File: src/rtl/useq_pkg.sv
package useq_pkg;
  localparam int AW    = 4;
  localparam int OPW   = 2;
  localparam int NSIG  = 16;
  localparam int CW    = NSIG + 1;
  localparam int DEPTH = 11;

  // strobe bit positions inside a control word
  localparam int B_PC_OE   = 0;
  localparam int B_MAR_LD  = 1;
  localparam int B_MEM_RD  = 2;
  localparam int B_WAIT    = 3;
  localparam int B_MDR_OE  = 4;
  localparam int B_IR_LD   = 5;
  localparam int B_IR_OE   = 6;
  localparam int B_Z_LD    = 7;
  localparam int B_Z_OE    = 8;
  localparam int B_PC_LD   = 9;
  localparam int B_AX_OE   = 10;
  localparam int B_AX_LD   = 11;
  localparam int B_PASS_B  = 12;
  localparam int B_CIN     = 13;
  localparam int B_SUB     = 14;
  localparam int B_FIN     = 15;
  localparam int B_DISP    = 16;

  // routine entry points
  localparam logic [AW-1:0] A_FETCH = 4'd0;
  localparam logic [AW-1:0] A_NOP   = 4'd3;
  localparam logic [AW-1:0] A_LOAD  = 4'd4;
  localparam logic [AW-1:0] A_ADD   = 4'd5;
  localparam logic [AW-1:0] A_SUB   = 4'd8;

  typedef logic [CW-1:0] cword_t;

  function automatic cword_t bit_of(input int b);
    cword_t w;
    w = '0;
    w[b] = 1'b1;
    return w;
  endfunction

  // micro-program contents, computed from strobe names
  function automatic cword_t cs_word(input int a);
    cword_t w;
    case (a)
      0: w = bit_of(B_PC_OE) | bit_of(B_MAR_LD) | bit_of(B_MEM_RD) |
             bit_of(B_PASS_B) | bit_of(B_CIN) | bit_of(B_Z_LD);
      1: w = bit_of(B_Z_OE) | bit_of(B_PC_LD) | bit_of(B_WAIT);
      2: w = bit_of(B_MDR_OE) | bit_of(B_IR_LD) | bit_of(B_DISP);
      3: w = bit_of(B_FIN);
      4: w = bit_of(B_MDR_OE) | bit_of(B_AX_LD) | bit_of(B_FIN);
      5, 8: w = bit_of(B_IR_OE) | bit_of(B_MAR_LD) | bit_of(B_MEM_RD);
      6: w = bit_of(B_WAIT) | bit_of(B_MDR_OE) | bit_of(B_Z_LD);
      9: w = bit_of(B_WAIT) | bit_of(B_MDR_OE) | bit_of(B_Z_LD) |
             bit_of(B_SUB) | bit_of(B_CIN);
      7, 10: w = bit_of(B_Z_OE) | bit_of(B_AX_LD) | bit_of(B_FIN);
      default: w = bit_of(B_FIN);
    endcase
    return w;
  endfunction
endpackage

File: src/rtl/useq_map.sv
module useq_map
  import useq_pkg::*;
(
  input  logic [OPW-1:0] opcode,
  output logic [AW-1:0]  start
);
  always_comb begin
    case (opcode)
      2'b00:   start = A_NOP;
      2'b01:   start = A_LOAD;
      2'b10:   start = A_ADD;
      default: start = A_SUB;
    endcase
  end
endmodule

File: src/rtl/useq_next.sv
module useq_next
  import useq_pkg::*;
(
  input  logic           clk,
  input  logic           rst,
  input  logic [OPW-1:0] opcode,
  input  logic           mem_done,
  input  logic           w_wait,
  input  logic           w_fin,
  input  logic           w_disp,
  output logic [AW-1:0]  upc,
  output logic [AW-1:0]  nxt,
  output logic           adv
);
  logic [AW-1:0] map_addr;
  logic [AW-1:0] inc_addr;
  logic          stall;

  useq_map u_map (.opcode(opcode), .start(map_addr));

  assign inc_addr = upc + AW'(1);
  assign stall    = w_wait & ~mem_done;
  assign adv      = ~stall;

  always_comb begin
    if (w_fin)       nxt = A_FETCH;
    else if (w_disp) nxt = map_addr;
    else             nxt = inc_addr;
  end

  always_ff @(posedge clk) begin
    if (rst)      upc <= A_FETCH;
    else if (adv) upc <= nxt;
  end


  stall_hold_chk: assert property (@(posedge clk) disable iff (rst)
    stall |=> $stable(upc));

  fin_restart_chk: assert property (@(posedge clk) disable iff (rst)
    (w_fin && adv) |=> (upc == A_FETCH));

  disp_target_chk: assert property (@(posedge clk) disable iff (rst)
    (w_disp && adv) |=> (upc == A_NOP || upc == A_LOAD || upc == A_ADD || upc == A_SUB));

  step_up_chk: assert property (@(posedge clk) disable iff (rst)
    (adv && !w_fin && !w_disp) |=> (upc == $past(upc) + AW'(1)));
endmodule

File: src/rtl/useq_store.sv
module useq_store
  import useq_pkg::*;
(
  input  logic          clk,
  input  logic          rst,
  input  logic          adv,
  input  logic [AW-1:0] nxt,
  output cword_t        uir
);
  localparam logic [AW-1:0] LAST = AW'(DEPTH - 1);

  cword_t rom [DEPTH];

  for (genvar i = 0; i < DEPTH; i++) begin : g_rom
    assign rom[i] = cs_word(i);
  end

  always_ff @(posedge clk) begin
    if (rst)
      uir <= cs_word(0);
    else if (adv)
      uir <= (nxt <= LAST) ? rom[nxt] : cs_word(DEPTH);
  end


  uir_hold_chk: assert property (@(posedge clk) disable iff (rst)
    !adv |=> $stable(uir));

  one_driver_chk: assert property (@(posedge clk) disable iff (rst)
    $onehot0({uir[B_PC_OE], uir[B_MDR_OE], uir[B_IR_OE], uir[B_Z_OE], uir[B_AX_OE]}));
endmodule

File: src/rtl/useq_ctrl.sv
module useq_ctrl
  import useq_pkg::*;
(
  input  logic            clk,
  input  logic            rst,
  input  logic [OPW-1:0]  opcode_i,
  input  logic            mem_done_i,
  output logic [NSIG-1:0] ctrl_o
);
  cword_t        uir;
  logic [AW-1:0] upc;
  logic [AW-1:0] nxt;
  logic          adv;

  useq_next u_next (
    .clk      (clk),
    .rst      (rst),
    .opcode   (opcode_i),
    .mem_done (mem_done_i),
    .w_wait   (uir[B_WAIT]),
    .w_fin    (uir[B_FIN]),
    .w_disp   (uir[B_DISP]),
    .upc      (upc),
    .nxt      (nxt),
    .adv      (adv)
  );

  useq_store u_store (
    .clk (clk),
    .rst (rst),
    .adv (adv),
    .nxt (nxt),
    .uir (uir)
  );

  assign ctrl_o = uir[NSIG-1:0];


  reset_entry_chk: assert property (@(posedge clk)
    $fell(rst) |-> (upc == A_FETCH && ctrl_o == 16'h3087));
endmodule

File: config.mk
export PLATFORM = sky130hd
export DESIGN_NAME = useq_ctrl
export DESIGN_NICKNAME = d
export VERILOG_FILES = /design/src/rtl/useq_pkg.sv /design/src/rtl/useq_map.sv /design/src/rtl/useq_next.sv /design/src/rtl/useq_store.sv /design/src/rtl/useq_ctrl.sv
export SDC_FILE = /design/constraint.sdc
export NUM_CORES = 1
export LEC_CHECK = 0
export BUFFER_PORTS_ARGS = -buffer_cell sky130_fd_sc_hd__buf_2
export CAP_MARGIN = 40
export CORE_ASPECT_RATIO = 1.1
export CORE_MARGIN = 10
export CORE_UTILIZATION = 54
export DETAILED_ROUTE_END_ITERATION = 16
export PLACE_DENSITY = 0.78
export SLEW_MARGIN = 20
export SYNTH_ARGS = -nofsm -noshare
export SYNTH_HDL_FRONTEND = slang
export SYNTH_SLANG_ARGS = --single-unit
export TNS_END_PERCENT = 1
File: constraint.sdc
create_clock -name clk -period 2.8 [get_ports clk]
set_input_delay 0.42 -clock clk [delete_from_list [all_inputs] [get_ports clk]]
set_output_delay 0.42 -clock clk [all_outputs]
set_load 0.1 [all_outputs]
=== After elaboration in Yosys (flattened, before gate mapping) ===
Memories as Yosys holds them, arrays and structs flattened.
Index checks and enable logic that the tools add are counted.

* Equal/unequal tests: 2
* Order comparisons: 2
* Bitwise gates (word level): 3
* Muxes and demuxes: 6
* $add $sub $neg: 1
* Reductions and logical operators: 1

{| class="wikitable"
|+ Operators with widths
! operator !! number
|-
| 17-bit 2-to-1 mux || 3
|-
| 4-bit case mux with 3 select lines || 1
|-
| 4-bit 2-to-1 mux || 2
|-
| 5-bit greater-or-equal comparator, second input constant || 1
|-
| 4-bit NOT with 5-bit output || 1
|-
| 4-bit by 1-bit adder with 4-bit output, second input constant || 1
|-
| 4-bit less-or-equal comparator, second input constant || 1
|-
| 2-bit by 1-bit equality test with 1-bit output, second input constant || 1
|-
| 2-bit equality test, second input constant || 1
|-
| 2-bit zero test || 1
|-
| 1-bit bitwise AND || 1
|-
| 1-bit NOT || 1
|}

* Word-level logic and storage cells: 18
* Bits in registers: 21
* Input bits: 5
* Output and inout bits: 16
* Bits in read-only memories: 272
* Memories kept: 1

{| class="wikitable"
|+ Memories
! memory !! depth !! width !! rd ports !! clocked after memory_dff !! write ports !! line !! source
|-
| (no name shown) || 16 || 17 || 1 || 0 || 0 || useq_store.sv:22 || <nowiki>uir <= (nxt <= LAST) ? rom[nxt] : cs_word(DEPTH);</nowiki>
|}

=== Longest topological paths before layout ===
* Depth in word-level cells: 9
* Depth in mapped cells: 11
* Depth with buffers taken out: 10

=== Cells and area by module ===
From an unflattened synthesis, not the netlist that was laid out.

* Cell total of the unflattened synthesis: 120
* Area total of the unflattened synthesis: 1007.2 µm²

{| class="wikitable"
|+ By module, submodules not included
! module !! cells each !! area each (µm²) !! times used !! seq. area each (µm²)
|-
| useq_store || 80 || 680.7 || 1 || 260.2
|-
| useq_next || 34 || 271.5 || 1 || 80.1
|-
| useq_map || 6 || 55.1 || 1 || 0.0
|}

=== Worst setup path before layout ===
OpenSTA, ideal clock, no wires.

* Path type: input -> register
* Start point: input opcode_i[0]
* End point: register u_store.uir[4]
* Stages on the path: 10
* Arrival: 1.985 ns
* Buffers on the path: 1
* Required time: 2.670 ns
* Slack: 0.685 ns
* Setup time: 0.130 ns
* Cell sequence: inv_1 -> ha_1 -> mux2i_1 -> or2_0 -> clkbuf_1 -> inv_1 -> ha_1 -> o2111a_2 -> a211oi_2 -> nor3_2

* Cells in the longest elaborated chain, start to end: 9
* Elaborated cells on any way between the ends: 12
* Classes of those cells: order compare: 1; eq/ne: 2; mux: 6; bitwise: 1; reduce/logical: 1; memory: 1

{| class="wikitable"
|+ RTL lines
! item !! line !! source
|-
| start, declared || useq_ctrl.sv:6 || <nowiki>input logic [OPW-1:0] opcode_i,</nowiki>
|-
| 2-bit equality test, or another cell as far along || useq_map.sv:8 || <nowiki>case (opcode)</nowiki>
|-
| 4-bit case mux with 3 select lines * || useq_map.sv:8 ||
|-
| 4-bit 2-to-1 mux * || useq_next.sv:27 || <nowiki>else if (w_disp) nxt = map_addr;</nowiki>
|-
| 4-bit 2-to-1 mux * || useq_next.sv:26 || <nowiki>if (w_fin) nxt = A_FETCH;</nowiki>
|-
| via nxt[1] || useq_ctrl.sv:12 || <nowiki>logic [AW-1:0] nxt;</nowiki>
|-
| 4-bit NOT with 5-bit output (not written as such) || useq_store.sv:22 ||
|-
| memory 16 x 17 bit || - ||
|-
| 17-bit 2-to-1 mux (not written as such) (2 in series) || useq_store.sv:22 ||
|-
| 17-bit 2-to-1 mux * || useq_store.sv:22 ||
|-
| end signal, assigned || useq_store.sv:20 || <nowiki>uir <= cs_word(0);</nowiki>
|-
| end signal, assigned || useq_store.sv:22 ||
|-
| end, declared || useq_store.sv:8 || <nowiki>output cword_t uir</nowiki>
|}

Mark *: on every way through the listed nets, which the timed path passes. The rest lies on a longest branch. The select of a mux whose other input is x is not followed.
A chain may end at the register's enable or synchronous reset.

==> metrics.yaml <==
run_status:
  outcome: "finished, final reports clean"
floorplan:
  die_h_um: 67.87
  num_rows: 17
  chipWidth_um: 63.52
  io_pins: 21
  core_area_um2: 1999
  die-area_um2: 4311
  initial_utilization_pct: 56.26
logic_synthesis:
  synth_ff_type: "dfxtp_1"
  syn_avg_cell_area_um2: 8.788
  synth_xor_area_share_pct: 0.7786
  synth_simple_gate_area_share_pct: 19.58
  syn_nets: 142
  synth_edf_count: 0
  muxShareOfSynthArea_pct: 4.672
  seq_area_frac_synth_pct: 30.26
  synth_area_um2: 1125
  synthArstFlopShare_pct: 0
  ys_warn_count: 0
  synth_cell_types: 41
  synth_seq_cells: 17
  synth-compound-area-share_pct: 23.14
  synth_top_family_by_area: "compound AO/OA/AOI/OAI gates"
  synthCells: 128
  synthAdderAreaFrac_pct: 10.01
clocking:
  clk_pin_slew_ns: 0.10
  cts_tree: "yes"
  htreeDepth: 1
  hold_buffers: 0
  post_cts_buffers: 0
  ctsResizeCount: 0
  cts_num_sinks: 17
  clockBufferDepth: 2
  cts-root-buf: "clkbuf_4"
  cts_buffers: 3
  clock_latency_ns: 0.29
final_layout:
  area_delta_synth_final_pct: 6.117
  drive_above_1_share_pct: 27.01
  n_fill_cell: 210
  diodes: 0
  most-common-layout-cells: "19 x buf_2, 17 x dfxtp_1, 15 x nand2_1, 12 x a21oi_1, 11 x nor2_1"
  final_common_cell: "buf_2"
  nets: 152
timing:
  worst_pin_slew_ns: 0.6328
  post-route-period-util_pct: 81.46
  max_freq_mhz: 438.5
  fin_setup_tns_ns: 0
  min_period_ns: 2.281
  rsz0062_at_grt: "false"
  hold_viol: 0
  drv_slew: 0
  skew_ns: 0.01098
  maxSlewHeadroom_pct: 57.81
  setup-violations-final: 0
setup_path:
  critical_path_class: "reg2reg"
  setup.worst_path.end_class: "register"
  critPathMaxStageDelay_ns: 0.58
  slowest_stage: "dfxtp_1"
  worst_ep_required_time_ns: 2.98
  crit_path_cell_trace: "mux2i_1 > or2_0 > inv_1 > ha_1 > o2111a_2 > a211oi_2 > nor3_2"
  arrival_ns: 2.47
  crit_path_max_fanout: 10
  crit_path_start_kind: "register"
detailed_routing:
  drt-initial-drc-count: 29
  drc: 0
  via_count: 900
  vias_per_cell: 5.455
  routedWlPerCell_um: 13.62
  routed_wl_um: 2247
  ant_nets: 0
  first_pass_iters: 4
global_routing:
  grt_antenna_before_repair: 0
  grt_pass1_wl_um: 3933
  grt_overflow_total: 0
  grtUsageTotal_pct: 11.11
  grt_max_degree: 19
  grt_pass1_vias: 889
placement:
  hpwl_um: 1715
  place_congestion: 0.8089
  io_buffers: 19
min_path:
  min_path_type: "reg2reg"
run:
  drv_cap: 0
-- routing by layer --
layer	track usage, %	wire [um]	share of wire [%]	up-vias
li1	-	-	-	461
met1	12.34	1042	46	419
met2	18.97	1076	48	15
met3	3.263	92	4.1	5
met4	6.284	36	1.6	0
met5	0	0	0	-
-- sequential cells by signal (all words and copies together), names as in the netlist --
register     cells
u_store.uir     13
u_next.upc       4
-- path summary, 6_finish.rpt --
path                    end           start  cells past startpoint  slack (ns)
max          u_store.uir[4]  u_store.uir[5]                      7        0.52
min reg2reg  u_store.uir[9]  u_store.uir[9]                      2        0.46
min          u_store.uir[9]  u_store.uir[9]                      2        0.46
max reg2reg  u_store.uir[4]  u_store.uir[5]                      7        0.52
-- worst max-delay path: cells and delay by family (launching register included) --
family / cells / cell delay [ns]
adder cells (fa/ha/maj): 1 / 0.28
flip-flops: 1 / 0.58
buffers and inverters: 1 / 0.16
AO/OA/AOI/OAI: 2 / 0.53
AND/OR/NAND/NOR: 2 / 0.40
multiplexers: 1 / 0.21
-- cells by family after synthesis --
kind of cell | after synthesis
AO/OA/AOI/OAI | 30
XOR/XNOR | 1
adder cells (fa/ha/maj) | 9
buffers and inverters | 22
flip-flops | 17
multiplexers | 5
other | 1
AND/OR/NAND/NOR | 43
-- stage by stage --
step,hold slack [ns],instance area (um2),worst slack [ns],instances,util (%)
after global placement,0.4367,1166,0.4941,161,58.32
after CTS,0.4579,1194,0.5133,165,59.70
after detailed placement,0.4432,1166,0.4103,161,58.32
after global routing,0.4747,1194,0.3043,165,59.70
after floorplan,0.4505,1125,0.6850,128,-
final,0.4572,1194,0.5192,165,59.70
-- cell usage after synthesis, types with 2 or more instances --
master	count	area [um2]
clkbuf_1	5	18.77
buf_2	2	10.01
mux2_2	2	22.52
o21ai_1	2	10.01
buf_4	7	52.55
inv_1	6	22.52
ha_1	9	112.6
nand2b_1	2	12.51
buf_6	2	22.52
nor2b_1	2	12.51
a21oi_1	12	60.06
mux2i_1	3	30.03
nor2_1	11	41.29
nand3_1	2	10.01
nand4_1	3	18.77
nand2_1	15	56.30
a311oi_1	3	26.28
dfxtp_1	17	340.3
-- cell type report --
type | instances | area, um2 | area share, %
clock inverter | 1 | 5.005 | 0.4193
clock buffer | 3 | 22.52 | 1.887
tap | 28 | 35.03 | 2.935
timing repair buffer | 21 | 110.1 | 9.224
multi-input combinational | 89 | 658.1 | 55.14
sequential | 17 | 340.3 | 28.51
inverter | 6 | 22.52 | 1.887
Power is not shown: default switching activity piles up to over one toggle a cycle in this logic, so the estimate is an artifact.
